`config.mk`:
```
export PLATFORM = sky130hd
export DESIGN_NAME = irq_agg
export DESIGN_NICKNAME = d
export VERILOG_FILES = /design/src/rtl/irq_agg_pkg.sv /design/src/rtl/irq_agg_line.sv /design/src/rtl/irq_agg_regs.sv /design/src/rtl/irq_agg.sv
export SDC_FILE = /design/constraint.sdc
export NUM_CORES = 1
export LEC_CHECK = 0
export ABC_AREA = 1
export CORE_ASPECT_RATIO = 2
export CORE_UTILIZATION = 45
export CTS_CLUSTER_SIZE = 14
export DETAILED_ROUTE_END_ITERATION = 7
export PLACE_DENSITY_LB_ADDON = 0.05
export SLEW_MARGIN = 10
export SYNTH_ARGS = -nofsm -noshare
export SYNTH_HDL_FRONTEND = slang
export SYNTH_HIERARCHICAL = 1
export SYNTH_SLANG_ARGS = --single-unit
```
`constraint.sdc`:
```
create_clock -name clk -period 1.6 [get_ports clk]
set_input_delay 0.32 -clock clk [delete_from_list [all_inputs] [get_ports clk]]
set_output_delay 0.32 -clock clk [all_outputs]
set_load 0.01 [all_outputs]
```
`src/rtl/irq_agg_pkg.sv`:
```
// Package irq_agg_pkg
// Shared register offsets, the reset key value and the register decode type
// for the interrupt aggregation controller.
package irq_agg_pkg;

    localparam logic [15:0] OFS_REQ  = 16'h0000;
    localparam logic [15:0] OFS_MASK = 16'h0004;
    localparam logic [15:0] OFS_EDGE = 16'h0008;
    localparam logic [15:0] OFS_POL  = 16'h000C;
    localparam logic [15:0] OFS_CLR  = 16'h0010;
    localparam logic [15:0] OFS_RST  = 16'h0014;

    localparam logic [31:0] RESET_KEY = 32'h0000_DEAD;

    typedef enum logic [2:0] {
        SEL_REQ,
        SEL_MASK,
        SEL_EDGE,
        SEL_POL,
        SEL_CLR,
        SEL_RST,
        SEL_NONE
    } reg_sel_e;

    // Map a byte offset onto a register selector.
    function automatic reg_sel_e decode_offset(input logic [15:0] ofs);
        case (ofs)
            OFS_REQ:  return SEL_REQ;
            OFS_MASK: return SEL_MASK;
            OFS_EDGE: return SEL_EDGE;
            OFS_POL:  return SEL_POL;
            OFS_CLR:  return SEL_CLR;
            OFS_RST:  return SEL_RST;
            default:  return SEL_NONE;
        endcase
    endfunction

    // Build a mask with ones from bit lo to bit hi, inclusive.
    function automatic logic [63:0] span_mask(input int lo, input int hi);
        logic [63:0] m;
        m = '0;
        for (int i = 0; i < 64; i++) begin
            if (i >= lo && i <= hi) m[i] = 1'b1;
        end
        return m;
    endfunction

endpackage

```
`src/rtl/irq_agg_line.sv`:
```
// Module irq_agg_line
// Conditioning logic for one interrupt line. It synchronizes the raw input,
// applies the polarity, and produces either a level request or a sticky edge
// request.
// Assumes: SYNC_STAGES >= 2; irq_raw may be asynchronous to clk.
module irq_agg_line #(
    parameter int SYNC_STAGES = 2
) (
    input  logic clk,
    input  logic rst_n,
    input  logic irq_raw,
    input  logic edge_mode,
    input  logic act_high,
    input  logic clr_hold,
    output logic pend,
    output logic sticky_q
);

    logic [SYNC_STAGES-1:0] sync_q;
    logic                   active;
    logic                   prev_act_q;
    logic                   rise;

    // Bring the raw input into the clock domain.
    always_ff @(posedge clk) begin
        if (!rst_n) sync_q <= '0;
        else        sync_q <= {sync_q[SYNC_STAGES-2:0], irq_raw};
    end

    // Apply polarity and find inactive-to-active transitions.
    always_comb begin
        active = act_high ? sync_q[SYNC_STAGES-1] : ~sync_q[SYNC_STAGES-1];
        rise   = active & ~prev_act_q;
    end

    // Remember last cycle's active state for edge detection.
    always_ff @(posedge clk) begin
        if (!rst_n) prev_act_q <= 1'b0;
        else        prev_act_q <= active;
    end

    // Latch edges until acknowledged; the clear bit dominates new edges.
    always_ff @(posedge clk) begin
        if (!rst_n)         sticky_q <= 1'b0;
        else if (!edge_mode) sticky_q <= 1'b0;
        else                 sticky_q <= (sticky_q | rise) & ~clr_hold;
    end

    // Select the request reported for this line.
    always_comb begin
        pend = edge_mode ? sticky_q : active;
    end

endmodule

```
`src/rtl/irq_agg_regs.sv`:
```
// Module irq_agg_regs
// Register file of the controller. It decodes writes, returns reads with one
// cycle of latency and produces the reset-request pulse on a key write.
// Assumes: single-cycle write and read strobes; they are never both asserted
// toward the same register in the same cycle in a way that needs ordering.
module irq_agg_regs
    import irq_agg_pkg::*;
#(
    parameter int DATA_W = 32,
    parameter int ADDR_W = 8
) (
    input  logic              clk,
    input  logic              rst_n,
    input  logic              wr_en,
    input  logic              rd_en,
    input  logic [ADDR_W-1:0] addr,
    input  logic [DATA_W-1:0] wdata,
    input  logic [DATA_W-1:0] req_view,
    output logic [DATA_W-1:0] mask_q,
    output logic [DATA_W-1:0] edge_q,
    output logic [DATA_W-1:0] pol_q,
    output logic [DATA_W-1:0] clr_q,
    output logic [DATA_W-1:0] rdata,
    output logic              rst_pulse
);

    localparam logic [DATA_W-1:0] KEY = DATA_W'(RESET_KEY);

    reg_sel_e sel;

    // Decode the offset once for both paths.
    always_comb begin
        sel = decode_offset(16'(addr));
    end

    // Update the writable control registers.
    always_ff @(posedge clk) begin
        if (!rst_n) begin
            mask_q <= '0;
            edge_q <= '0;
            pol_q  <= '0;
            clr_q  <= '0;
        end else if (wr_en) begin
            case (sel)
                SEL_MASK: mask_q <= wdata;
                SEL_EDGE: edge_q <= wdata;
                SEL_POL:  pol_q  <= wdata;
                SEL_CLR:  clr_q  <= wdata;
                default:  ;
            endcase
        end
    end

    // Return read data one cycle after the strobe; hold it otherwise.
    always_ff @(posedge clk) begin
        if (!rst_n) begin
            rdata <= '0;
        end else if (rd_en) begin
            case (sel)
                SEL_REQ:  rdata <= req_view;
                SEL_MASK: rdata <= mask_q;
                SEL_EDGE: rdata <= edge_q;
                SEL_POL:  rdata <= pol_q;
                SEL_CLR:  rdata <= clr_q;
                default:  rdata <= '0;
            endcase
        end
    end

    // Pulse the reset request for one cycle on a key write.
    always_ff @(posedge clk) begin
        if (!rst_n) rst_pulse <= 1'b0;
        else        rst_pulse <= wr_en && (sel == SEL_RST) && (wdata == KEY);
    end

endmodule

```
`src/rtl/irq_agg.sv`:
```
// Module irq_agg (top)
// Interrupt aggregation controller. It holds one conditioning slice per line,
// the register file, the valid-bits filter and the registered CPU output.
// Assumes: NUM_LINES equals the register data width; lines NC_LO..NC_HI are
// unconnected on every board and always report zero.
module irq_agg
    import irq_agg_pkg::*;
#(
    parameter int                 NUM_LINES   = 32,
    parameter int                 ADDR_W      = 8,
    parameter int                 SYNC_STAGES = 2,
    parameter int                 NC_LO       = 20,
    parameter int                 NC_HI       = 30,
    parameter logic [NUM_LINES-1:0] VALID_BITS = 32'h800F_FFFF
) (
    input  logic                 clk,
    input  logic                 rst_n,
    input  logic [NUM_LINES-1:0] irq_lines,
    input  logic                 reg_wr_en,
    input  logic                 reg_rd_en,
    input  logic [ADDR_W-1:0]    reg_addr,
    input  logic [NUM_LINES-1:0] reg_wdata,
    output logic [NUM_LINES-1:0] reg_rdata,
    output logic                 cpu_irq,
    output logic                 sys_reset_req
);

    localparam logic [NUM_LINES-1:0] NC_MASK   = NUM_LINES'(span_mask(NC_LO, NC_HI));
    localparam logic [NUM_LINES-1:0] VALID_EFF = VALID_BITS & ~NC_MASK;

    logic [NUM_LINES-1:0] mask_q;
    logic [NUM_LINES-1:0] edge_q;
    logic [NUM_LINES-1:0] pol_q;
    logic [NUM_LINES-1:0] clr_q;
    logic [NUM_LINES-1:0] pend_vec;
    logic [NUM_LINES-1:0] sticky_vec;
    logic [NUM_LINES-1:0] req_view;

    // One conditioning slice per interrupt line.
    for (genvar g = 0; g < NUM_LINES; g++) begin : g_line
        irq_agg_line #(
            .SYNC_STAGES(SYNC_STAGES)
        ) u_line (
            .clk      (clk),
            .rst_n    (rst_n),
            .irq_raw  (irq_lines[g]),
            .edge_mode(edge_q[g]),
            .act_high (pol_q[g]),
            .clr_hold (clr_q[g]),
            .pend     (pend_vec[g]),
            .sticky_q (sticky_vec[g])
        );
    end

    // Filter the pending set down to wired lines.
    always_comb begin
        req_view = pend_vec & VALID_EFF;
    end

    irq_agg_regs #(
        .DATA_W(NUM_LINES),
        .ADDR_W(ADDR_W)
    ) u_regs (
        .clk      (clk),
        .rst_n    (rst_n),
        .wr_en    (reg_wr_en),
        .rd_en    (reg_rd_en),
        .addr     (reg_addr),
        .wdata    (reg_wdata),
        .req_view (req_view),
        .mask_q   (mask_q),
        .edge_q   (edge_q),
        .pol_q    (pol_q),
        .clr_q    (clr_q),
        .rdata    (reg_rdata),
        .rst_pulse(sys_reset_req)
    );

    // Register the combined, enabled request toward the CPU.
    always_ff @(posedge clk) begin
        if (!rst_n) cpu_irq <= 1'b0;
        else        cpu_irq <= |(req_view & mask_q);
    end

endmodule

```
## Yosys cells after proc, flatten, opt, wreduce, memory -nomap -nowiden

Index checks and enable logic that the tools add are counted.

| storage, ports and cells | value |
|---|---|
| bits in registers | 246 |
| word-level logic and storage cells | 282 |
| input port bits | 76 |
| output and inout port bits | 34 |

| cells by class | value |
|---|---|
| bitwise logic cells | 127 |
| muxes and demuxes | 44 |
| equality and inequality tests | 11 |
| reductions and logical operators | 30 |

Operator list:

| cell | number |
|---|---|
| $pmux 32 s5 | 1 |
| $not 1->1 | 63 |
| $reduce_and 2->1 | 25 |
| $and 1x1->1 | 42 |
| $mux 1 | 42 |
| $and 32x32->32 | 1 |
| $eq 32x16->1 const B | 1 |
| $reduce_or 32->1 | 1 |
| $or 1x1->1 | 21 |
| $pmux 3 s6 | 1 |
| $eq 8x4->1 const B | 2 |
| $eq 8x5->1 const B | 2 |
| $eq 8x3->1 const B | 1 |
| $logic_not 8->1 | 1 |
| $eq 3x2->1 const B | 2 |
| $eq 3x3->1 const B | 2 |
| $eq 3x1->1 const B | 1 |
| $logic_not 3->1 | 1 |
| $logic_and 1x1->1 | 2 |

## Logic depth before layout (Yosys ltp)

| logic depth | value |
|---|---|
| depth after elaboration | 5 |
| depth in mapped cells | 10 |
| gate-level depth less buffers | 10 |

## By module

The synthesis kept the hierarchy.

By module, submodules not included:

| module | instances | cells each | area each (µm²) |
|---|---|---|---|
| irq_agg_regs | 1 | 894 | 6740.2 |
| irq_agg_line | 21 | 22 | 155.1 |
| irq_agg | 1 | 42 | 180.2 |

## Least setup slack after synthesis

OpenSTA, ideal clock, no wires.

| timing | value |
|---|---|
| kind | input to register |
| start point | input reg_addr[5] |
| end point | register u_regs.pol_q[10] |
| stages on the path | 8 |
| arrival time | 1.270 ns |
| required time | 1.530 ns |
| slack | 0.260 ns |
| setup time | 0.070 ns |
| cells stage by stage | nor2_1 -> nand2_1 -> inv_2 -> nand2_1 -> nor3_4 -> buf_2 -> o21ai_1 -> a21oi_1 |

| between the ends | value |
|---|---|
| longest elaborated chain between the ends | 4 |
| elaborated cells on any way between the ends | 9 |
| classes of those cells | eq/ne: 6; mux: 1; reduce/logical: 2 |

Ends and longest elaborated chain:

| what | line | source |
|---|---|---|
| from (decl) | irq_agg.sv:21 | `input logic [ADDR_W-1:0] reg_addr,` |
| $eq 8x5->1 (tied with other cells) | irq_agg_pkg.sv:27 | `case (ofs)` |
| $pmux 3 s6 * | irq_agg_pkg.sv:27 |  |
| $eq 3x2->1 * | irq_agg_regs.sv:44 | `case (sel)` |
| $reduce_and 2->1 (no source line) * | n/a |  |
| to (signal assigned) | irq_agg_regs.sv:47 | `SEL_POL: pol_q <= wdata;` |
| to (decl) | irq_agg_regs.sv:21 | `output logic [DATA_W-1:0] pol_q,` |

Every way passes the cells marked *; elsewhere a longest branch is shown, timed or not.
A chain may end at the register's enable or synchronous reset.

## Worst setup path after layout

| timing | value |
|---|---|
| start point | input reg_addr[1] |
| end point | register u_regs.clr_q[27] |

| between the ends | value |
|---|---|
| longest elaborated chain between the ends | 4 |
| elaborated cells on any way between the ends | 9 |
| classes of those cells | eq/ne: 6; mux: 1; reduce/logical: 2 |

Ends and longest elaborated chain:

| what | line | source |
|---|---|---|
| $eq 8x5->1 (tied with other cells) | irq_agg_pkg.sv:27 |  |
| $pmux 3 s6 * | irq_agg_pkg.sv:27 |  |
| $eq 3x3->1 * | irq_agg_regs.sv:44 |  |
| $reduce_and 2->1 (no source line) * | n/a |  |
| to (signal assigned) | irq_agg_regs.sv:48 | `SEL_CLR: clr_q <= wdata;` |
| to (decl) | irq_agg_regs.sv:22 | `output logic [DATA_W-1:0] clr_q,` |

Marks and branches as above.

==> metrics.md <==
| Metric | Value |
|---|---|
| Outcome | completed |
| Worst Path Arrival | 2.03 ns |
| Root Buffer | clkbuf_16 |
| Core region area | 22200 sq um |
| CP Max Fanout | 11 |
| Initial DRC count | 679 |
| CTS tree | built |
| Setup Skew | 0.00925 ns |
| CP Data Required Time | 2.06 ns |
| Max_cap viols | 0 |
| Critical path's top delay family | buffers and inverters |
| Multi-input logic area | 4270 sq um |
| Warnings from Yosys | 6 |
| Mapped Cells | 1398 |
| Drt pass-1 iters | 5 |
| Worst hold slack | 0.0779 ns |
| Fin. max-slew vios | 0 |
| Synth cell types | 24 |
| IO Port Bufs | 98 |
| Setup tns final | 0 ns |
| Cell with the most instances on the worst path | nand2_1 |
| Starting density of the core | 0.459 |
| Flops & latches, synth | 246 |
| Area delta synth->final | 29.4% |
| ANT nets after route | 0 |
| Hold Path Class | in -> reg |
| Vias/cell | 5.21 |
| Max Clk Rate | 0.637 GHz |
| Placed wire-length estimate | 18700 um |
| Die height | 215 um |
| IR drop worst, VDD | 0.000942 V |
| Setup-failing EPs final | 0 |
| Antenna violations before repair | 0 |
| Antenna diode count | 0 |
| CP Buf/Inv Count | 5 |
| Critical Path Start Type | primary input |
| WL/cell | 16.7 um |
| Worst Setup End Kind | flip-flop |
| First-pass GRT wire length | 45700 um |
| CP max-delay cell | clkdlybuf4s50_1 |
| H-tree levels | 1 |
| FP Rows | 77 |
| Clock Path Buffers | 3 |
| # hold bufs at CTS | 0 |
| CTS clk-pin slew, worst paths | 0.07 ns |
| GP Congestion | 0.831 |
| Chip width | 108 um |
| TritonCTS Buffers | 24 |
| Clk_lat worst skew | 0.53 ns |
| Nets | 1634 |
| Power Total | 13.2 mW |
| RSZ-0062 raised after global routing | yes |
| Largest net degree at the start of global routing | 73 |
| CTS sink count | 246 |
| Netlist Area Pre-Place | 10200 sq um |
| Final Hold Fails | 0 |
| Vias in the first global route | 8985 |
| Fillers | 2088 |
| Layout cell share with drive strength beyond 1 | 0.100 |
| P_leak | 6.17 nW |
| Sequential share of the synthesized area | 0.484 |
| I/O pin count | 110 |
| Final period utilization | 0.981 |
| Total gr overflow | 0 |
| Total area of sequential cells | 4930 sq um |
| Final routed DRC violation total | 0 |
| Die area | 23300 sq um |
| Crit path cell chain | clkdlybuf4s50_1, nor2_1, buf_4, nand2_1, inv_2, nand2_1, nor2_4, buf_12, clkbuf_16, o21ai_1, a21oi_1 |
| Total number of vias | 9657 |
| Critical Setup Path Class | in -> reg |
| Final min period | 1.57 ns |
| Total Wirelength | 30800 um |
| Power Density | 1000 nW/um^2 |
| Post-synthesis area per instance | 7.28 sq um |
| CP max stage delay | 0.42 ns |
| Total GRT Usage | 0.251 |
## repair_timing
action,4_1_cts,5_1_grt
setup endpoints to repair,34,94
cloned,0,7
pin swaps,0,6
gates resized for setup,34,21
buffers inserted,0,10
endpoints found under the hold margin,0,0
## state kept, by name (all words and copies together) (netlist names)
| register | count |
|---|---|
| g_line.u_line/sticky_q | 21 |
| g_line.u_line/prev_act_q | 21 |
| cpu_irq | 1 |
| u_regs/mask_q | 32 |
| u_regs/pol_q | 32 |
| u_regs/edge_q | 32 |
| g_line.u_line/sync_q | 42 |
| u_regs/rdata | 32 |
| u_regs/clr_q | 32 |
| u_regs/rst_pulse | 1 |
## power by group
group          switching (mW)  internal, mW
registers              0.0337          6.22
logic                   0.441         0.365
clock network            2.42          3.70
total                    2.89          10.3
## cells in the final DEF (no fill, tap or decap), types with 3 or more instances in the layout
cell             synthesis  layout
clkinv_2                 0       4
inv_1                  190     190
nand2_1                295     294
clkbuf_8                 0       8
nor4_1                   3       3
o21ai_1                 55      53
clkbuf_16                0      30
buf_6                    0       8
nor2_1                  39      36
nand3b_1                21      21
a21oi_1                178     178
o21ai_0                 90      90
o21bai_1                33      33
dlymetal6s2s_1           0       3
dfxtp_1                246     244
buf_12                   0      18
dlygate4sd2_1            0      34
clkbuf_1                30       3
buf_4                    1      67
nor2_2                   3       3
nand3_1                152     151
nor2_4                   2       5
bufinv_16                0       3
clkdlybuf4s50_1          0      60
conb_1                   1      11
nand4_1                  7       7
a211oi_1                 4       4
## kinds of logic (layout without fill, tap and decap cells)
logic type | Yosys count | in the layout | share of synthesized area
buf+inv | 267 | 435 | 0.104
other cells | 1 | 11 | 0.000368
simple gates | 524 | 524 | 0.226
flops | 246 | 246 | 0.484
compound gates | 360 | 360 | 0.186
## cell usage after synthesis (all sizes together)
master,count,share of area
nand2,295,0.11
dfxtp,246,0.48
inv,193,0.071
a21oi,178,0.088
nand3,152,0.075
o21ai,145,0.071
nor2,44,0.018
buf,42,0.021
o21bai,33,0.024
clkbuf,30,0.011
nand3b,21,0.015
nand4,7,0.0043
a211oi,4,0.0030
nor4,3,0.0018
clkinv,2,0.00074
conb,1,0.00037
nor3,1,0.0016
nor4b,1,0.00086
## layout make-up
class / instances / area share
Clock inverter: 8 / 0.00893
Inverter: 195 / 0.0557
Timing Repair Buffer: 196 / 0.154
Clock buffer: 36 / 0.0567
Tap cell: 276 / 0.0262
Multi-Input combinational cell: 895 / 0.324
Sequential cell: 246 / 0.374
## per-layer routing
metal	vias to the layer above	track usage	routed length, um
met5	-	0	0
met2	293	0.447	15600
li1	4863	-	-
met3	68	0.0276	1710
met1	4433	0.301	12400
met4	0	0.103	1080
## tightest hold or removal path: stages
cell	delay, ns
buf_6	0.13
inv_1	0.06
a21oi_1	0.04
## per-stage QoR
step                      setup WS, ns  instances  cell area, sq um   util
after floorplan                  0.260       1408             10200      -
after global placement          -0.508       1791             12000  0.543
after detailed placement        -0.503       1791             12000  0.543
after CTS                       0.0394       1835             12900  0.580
after global routing           -0.0821       1852             13200  0.595
final                           0.0305       1852             13200  0.595
## path summary, 6_finish.rpt
check | from | end | slack, ns | cells past startpoint
setup / recovery | reg_addr[1] | u_regs/clr_q[27]$_SDFFE_PN0P_ | 0.03 | 11
hold / removal | rst_n | cpu_irq$_SDFF_PN0_ | 0.08 | 3
setup reg to reg | u_regs/pol_q[16]$_SDFFE_PN0P_ | cpu_irq$_SDFF_PN0_ | 0.16 | 10
hold reg to reg | g_line[18].u_line/sync_q[0]$_SDFF_PN0_ | g_line[18].u_line/sync_q[1]$_SDFF_PN0_ | 0.40 | 2
No activity file was read; power rests on OpenSTA's default activity.
